[src/rtl/pio_pkg.sv]
package pio_pkg;
    typedef enum logic [1:0] {
        BS_IDLE = 2'd0,
        BS_ACK  = 2'd1,
        BS_ERR  = 2'd2
    } bus_state_t;

    localparam logic [3:0] IX_IN    = 4'd0;
    localparam logic [3:0] IX_OUT   = 4'd1;
    localparam logic [3:0] IX_OE    = 4'd2;
    localparam logic [3:0] IX_INTE  = 4'd3;
    localparam logic [3:0] IX_RISE  = 4'd4;
    localparam logic [3:0] IX_AUX   = 4'd5;
    localparam logic [3:0] IX_CTRL  = 4'd6;
    localparam logic [3:0] IX_INTS  = 4'd7;
    localparam logic [3:0] IX_ECLK  = 4'd8;
    localparam logic [3:0] IX_NEG   = 4'd9;
endpackage

[src/rtl/pio_bus_fsm.sv]
module pio_bus_fsm
    import pio_pkg::*;
#(
    parameter bit STRICT = 1'b0
) (
    input  logic       clk_i,
    input  logic       rst_i,
    input  logic       cyc_i,
    input  logic       stb_i,
    input  logic [3:0] sel_i,
    output logic       take_o,
    output logic       ack_o,
    output logic       err_o
);
    bus_state_t state_q, state_d;
    logic req, lanes_ok;

    assign req      = cyc_i & stb_i;
    assign lanes_ok = !STRICT || (sel_i == 4'hF);

    always_ff @(posedge clk_i) begin
        if (rst_i) state_q <= BS_IDLE;
        else       state_q <= state_d;
    end

    always_comb begin
        state_d = state_q;
        unique case (state_q)
            BS_IDLE: if (req) state_d = lanes_ok ? BS_ACK : BS_ERR;
            BS_ACK:  state_d = BS_IDLE;
            BS_ERR:  state_d = BS_IDLE;
            default: state_d = BS_IDLE;
        endcase
    end

    always_comb begin
        take_o = (state_q == BS_IDLE) && req && lanes_ok;
        ack_o  = (state_q == BS_ACK);
        err_o  = (state_q == BS_ERR);
    end
endmodule

[src/rtl/pio_sampler.sv]
module pio_sampler #(
    parameter int LINES = 16
) (
    input  logic             clk_i,
    input  logic             rst_i,
    input  logic [LINES-1:0] pad_i,
    input  logic             eclk_i,
    input  logic [LINES-1:0] eclk_sel_i,
    input  logic [LINES-1:0] neg_sel_i,
    output logic [LINES-1:0] smp_o,
    output logic [LINES-1:0] rise_o,
    output logic [LINES-1:0] fall_o
);
    logic [LINES-1:0] s1_q, s2_q, prev_q, load;
    logic [2:0]       ek_q;
    logic             ek_rise, ek_fall;

    assign ek_rise =  ek_q[1] & ~ek_q[2];
    assign ek_fall = ~ek_q[1] &  ek_q[2];

    for (genvar i = 0; i < LINES; i++) begin : g_line
        assign load[i] = ~eclk_sel_i[i] | (neg_sel_i[i] ? ek_fall : ek_rise);
    end

    always_ff @(posedge clk_i) begin
        if (rst_i) begin
            s1_q   <= '0;
            s2_q   <= '0;
            smp_o  <= '0;
            prev_q <= '0;
            ek_q   <= '0;
        end else begin
            s1_q   <= pad_i;
            s2_q   <= s1_q;
            smp_o  <= (smp_o & ~load) | (s2_q & load);
            prev_q <= smp_o;
            ek_q   <= {ek_q[1:0], eclk_i};
        end
    end

    assign rise_o =  smp_o & ~prev_q;
    assign fall_o = ~smp_o &  prev_q;
endmodule

[src/rtl/pio_bank.sv]
module pio_bank
    import pio_pkg::*;
#(
    parameter int LINES  = 16,
    parameter bit STRICT = 1'b0
) (
    input  logic             clk_i,
    input  logic             rst_i,
    input  logic             cyc_i,
    input  logic             stb_i,
    input  logic             we_i,
    input  logic [7:0]       adr_i,
    input  logic [3:0]       sel_i,
    input  logic [31:0]      dat_i,
    output logic [31:0]      dat_o,
    output logic             ack_o,
    output logic             err_o,
    output logic             irq_o,
    input  logic [LINES-1:0] pad_i,
    output logic [LINES-1:0] pad_o,
    output logic [LINES-1:0] pad_oe_o,
    input  logic [LINES-1:0] aux_i,
    input  logic             eclk_i
);
    localparam int LW = LINES;

    logic          take, hit, wr, unused_dat;
    logic [3:0]    idx;
    logic [31:0]   lane32, rd;
    logic [LW-1:0] lmask, dnew, smp, rise, fall, ev, clr;
    logic [LW-1:0] out_q, oe_q, inte_q, rsel_q, aux_q, ints_q, eclk_q, neg_q;
    logic          ctrl_ie_q, pend_q, pend_clr;

    function automatic logic [31:0] widen(input logic [LW-1:0] v);
        logic [31:0] w;
        w = '0;
        w[LW-1:0] = v;
        return w;
    endfunction

    pio_bus_fsm #(.STRICT(STRICT)) u_fsm (
        .clk_i(clk_i), .rst_i(rst_i), .cyc_i(cyc_i), .stb_i(stb_i),
        .sel_i(sel_i), .take_o(take), .ack_o(ack_o), .err_o(err_o)
    );

    pio_sampler #(.LINES(LW)) u_smp (
        .clk_i(clk_i), .rst_i(rst_i), .pad_i(pad_i), .eclk_i(eclk_i),
        .eclk_sel_i(eclk_q), .neg_sel_i(neg_q),
        .smp_o(smp), .rise_o(rise), .fall_o(fall)
    );

    assign idx        = adr_i[5:2];
    assign hit        = (adr_i[7:6] == 2'b00) && (adr_i[1:0] == 2'b00);
    assign wr         = take & we_i & hit;
    assign lane32     = {{8{sel_i[3]}}, {8{sel_i[2]}}, {8{sel_i[1]}}, {8{sel_i[0]}}};
    assign lmask      = lane32[LW-1:0];
    assign dnew       = dat_i[LW-1:0];
    assign unused_dat = ^dat_i;

    assign ev       = inte_q & ((rsel_q & rise) | (~rsel_q & fall));
    assign clr      = (wr && idx == IX_INTS) ? (lmask & ~dnew) : '0;
    assign pend_clr = wr && (idx == IX_CTRL) && sel_i[0] && !dat_i[1];

    always_ff @(posedge clk_i) begin
        if (rst_i) begin
            out_q     <= '0;
            oe_q      <= '0;
            inte_q    <= '0;
            rsel_q    <= '0;
            aux_q     <= '0;
            eclk_q    <= '0;
            neg_q     <= '0;
            ctrl_ie_q <= 1'b0;
        end else if (wr) begin
            unique case (idx)
                IX_OUT:  out_q  <= (out_q  & ~lmask) | (dnew & lmask);
                IX_OE:   oe_q   <= (oe_q   & ~lmask) | (dnew & lmask);
                IX_INTE: inte_q <= (inte_q & ~lmask) | (dnew & lmask);
                IX_RISE: rsel_q <= (rsel_q & ~lmask) | (dnew & lmask);
                IX_AUX:  aux_q  <= (aux_q  & ~lmask) | (dnew & lmask);
                IX_ECLK: eclk_q <= (eclk_q & ~lmask) | (dnew & lmask);
                IX_NEG:  neg_q  <= (neg_q  & ~lmask) | (dnew & lmask);
                IX_CTRL: if (sel_i[0]) ctrl_ie_q <= dat_i[0];
                default: ;
            endcase
        end
    end

    always_ff @(posedge clk_i) begin
        if (rst_i) begin
            ints_q <= '0;
            pend_q <= 1'b0;
        end else begin
            ints_q <= (ints_q & ~clr) | ev;
            pend_q <= (pend_q & ~pend_clr) | (|ev);
        end
    end

    always_comb begin
        rd = '0;
        if (hit) begin
            unique case (idx)
                IX_IN:   rd = widen(smp);
                IX_OUT:  rd = widen(out_q);
                IX_OE:   rd = widen(oe_q);
                IX_INTE: rd = widen(inte_q);
                IX_RISE: rd = widen(rsel_q);
                IX_AUX:  rd = widen(aux_q);
                IX_CTRL: rd = {30'd0, pend_q, ctrl_ie_q};
                IX_INTS: rd = widen(ints_q);
                IX_ECLK: rd = widen(eclk_q);
                IX_NEG:  rd = widen(neg_q);
                default: rd = '0;
            endcase
        end
    end

    always_ff @(posedge clk_i) begin
        if (rst_i)     dat_o <= '0;
        else if (take) dat_o <= rd;
    end

    assign irq_o    = ctrl_ie_q & pend_q;
    assign pad_o    = (out_q & ~aux_q) | (aux_i & aux_q);
    assign pad_oe_o = oe_q;
endmodule

[config.mk]
export PLATFORM = sky130hd
export DESIGN_NAME = pio_bank
export DESIGN_NICKNAME = d
export VERILOG_FILES = /design/src/rtl/pio_pkg.sv /design/src/rtl/pio_bus_fsm.sv /design/src/rtl/pio_sampler.sv /design/src/rtl/pio_bank.sv
export SDC_FILE = /design/constraint.sdc
export NUM_CORES = 1
export LEC_CHECK = 0
export CAP_MARGIN = 25
export CORE_MARGIN = 2
export CORE_UTILIZATION = 50
export CTS_CLUSTER_SIZE = 40
export DETAILED_ROUTE_END_ITERATION = 10
export PLACE_DENSITY = 0.75
export SLEW_MARGIN = 20
export SYNTH_ARGS = -nofsm -noshare
export SYNTH_HDL_FRONTEND = slang
export SYNTH_SLANG_ARGS = --single-unit
[constraint.sdc]
create_clock -name clk_i -period 2.21 [get_ports clk_i]
set_clock_uncertainty 0.05 [all_clocks]
set_input_delay 0.442 -clock clk_i [delete_from_list [all_inputs] [get_ports clk_i]]
set_output_delay 0.442 -clock clk_i [all_outputs]
set_load 0.02 [all_outputs]
==> reports/metrics.cfg, run 1 <==
[pwr]
leakage_nw = 4.391
peakVddDrop_uv = 587.0
powerDensity_nw_per_um2 = 679.9
power.total_mw = 8.213

[placed_design]
pre_cts_slack_ns = -0.3110
port_buffers = 113
dp_hpwl_mm = 20.77
dp_cells = 1515
postPlaceCellArea_um2 = 11370
place.gp.congestion = 0.9870

[grt]
grt_pass1_wl_mm = 45.31
grt-ovfl-total = 0
grt_antenna_before_repair = 0
gr-usage-all-layers_pct = 28.49
grt_pass1_vias = 8187
grt_start_max_net_pins = 97

[timing]
slew_violations = 0
min_period_over_period_pct = 95.71
setup_viol = 0
hold_viol_final = 0
fmax_mhz = 472.8
worst_slew_pin_slew_ns = 0.7479
relSlewSlack_pct = 50.03
post-route-min-period_ns = 2.115
rsz0062_at_grt = no
finalWorstSetupSlack_ns = 0.09478

[logic_synthesis]
async_flop_share_pct = 0
synth_cell_types = 48
yosysTopAreaCellShare_pct = 45.34
ys_warn_count = 0
synthTopCellsByArea = dfxtp_1, nand2_1, a21oi_1
synth-seq-area-share_pct = 45.34
synth.avg_cell_area_um2 = 8.274
synth_flop_cell = dfxtp_1
syn_inst = 1142
synth_edf_count = 0
yosysTopAreaCell = dfxtp_1
synth_area_um2 = 9449
synth_seq_cells = 214

[clock_network]
clock_path_buffers = 3
post_cts_buffers = 0
cts_tree = built
numCtsBuffers = 23
cts.sinks = 214
clk_pin_slew_ns = 0.06
clk_latency_ns = 0.50
clock_tree.root_cell = clkbuf_16
h-tree-depth = 1

[final_layout]
diodes = 0
syn2layout_area_growth_pct = 27.83
final_common_cell = nand2_1
nNetsFinal = 1388
finalNonFillerCells = 1556
drive_gt1_share_pct = 13.39
filler_cell_count = 1597
postLayoutCoreUtil_pct = 64.79
layout_common_cells = nand2_1, dfxtp_1, a21oi_1, clkdlybuf4s50_1, buf_4
design_area_um2 = 12080

[drt]
via_count = 9000
drc = 0
routed_wl_mm = 28.89
dr.pass1.iters = 5
wire_per_inst_um = 18.57
viasPerCell = 5.784
drt_iter0_markers = 876
ant_nets = 0

[critical_path]
required_ns = 2.54
critical_path_class = input port to flop
start_kind = input port
cp_max_fo = 19
arrival_ns = 2.44
end_kind = flop

[die]
ios = 149
initial_core_util_pct = 50.68
fp-row-count = 50
die_area_um2 = 20010
die-width_um = 141.5
dieHeight_um = 141.5
core_area_um2 = 18640

[job]
drv_cap = 0

[worst_hold_path]
min_path_type = input port to flop

[outcome]
outcome = finished, final reports clean

## synth_stat cells (4+ instances only)
library cell and n:
buf_4 17, nand4_1 6, a32oi_1 5, o32ai_1 7, clkbuf_1 56, nand2b_1 20
or3b_2 15, nand3_1 11, o21ai_0 63, a22o_1 5, nand2_1 274, mux2i_1 38
buf_2 11, a21oi_1 140, nor3b_1 18, a22oi_1 24, nor2_1 34, a211oi_1 8
mux2_2 20, and3b_1 17, a311oi_1 16, and4_1 4, inv_1 4, nor2b_1 62
o22ai_1 16, dfxtp_1 214
## area by class of cell
cell class              instances  area (µm²)  share of cell area, %
multi-input cells             853        4806                  39.79
repair buffers                210        1948                  16.13
flip-flops and latches        214        4284                  35.47
inverters                       4       15.01                 0.1243
clock buffers                  32       659.4                  5.459
clock inverters                 9       73.82                 0.6111
well taps                     234       292.8                  2.424
## power by group
part,switching (mW),total (mW),internal [mW]
clock network,1.53,3.73,2.20
logic,0.310,0.557,0.247
registers,0.0231,3.92,3.90
## metrics by stage
step	TNS, ns	hold slack [ns]
after floorplan	0	0.3638
after detailed placement	-20.16	0.3726
after CTS	0	0.2055
after global placement	-16.76	0.3650
after global routing	0	0.2140
final	0	0.2164
## worst paths after layout
check | start | end | slack [ns] | depth (start not counted)
worst min-delay path | rst_i | u_smp.prev_q[0]$_SDFF_PP0_ | 0.22 | 2
worst max-delay path | adr_i[2] | flop | 0.09 | 8
worst min register to register | u_smp.s1_q[5]$_SDFF_PP0_ | u_smp.s2_q[5]$_SDFF_PP0_ | 0.38 | 1
worst max register to register | u_fsm.state_q[0]$_SDFFE_PP0N_ | dat_o[10]$_SDFFE_PP0N_ | 0.39 | 6
## worst max-delay path, stage by stage
cell,delay (ns)
clkdlybuf4s50_1,0.45
buf_12,0.17
buf_4,0.17
nor4b_1,0.57
buf_4,0.21
nand2_1,0.18
nand2_1,0.16
a21oi_1,0.07
## repair_timing
item                       4_1_cts  5_1_grt
resized for setup               16        0
setup endpoints to repair       16        0
hold buffers                     0        0
## kinds of logic after synthesis
family	count (synthesis)	share of synthesized area [%]
and+or+nand+nor	481	25.20
AOI/OAI and AO/OA	297	18.58
DFF	214	45.34
other	1	0.03969
buffers and inverters	91	4.436
muxes	58	6.409
## routing by layer
| layer | global-route usage (%) | routed length [µm] | vias up |
|---|---|---|---|
| met3 | 4.792 | 2714 | 37 |
| met1 | 43.00 | 13390 | 4264 |
| met4 | 8.105 | 572 | 0 |
| met5 | 0 | 0 | - |
| met2 | 41.85 | 12210 | 413 |
| li1 | - | - | 4286 |
Note: power is estimated with default switching activity, not from simulation.
==> run 2: changes to the inputs <==
- HOLD_SLACK_MARGIN: not set -> 0.05
- SLEW_MARGIN: 20 -> 0
==> results of run 2 <==
The final DEF is identical to that of run 1; final timing and power are the same.
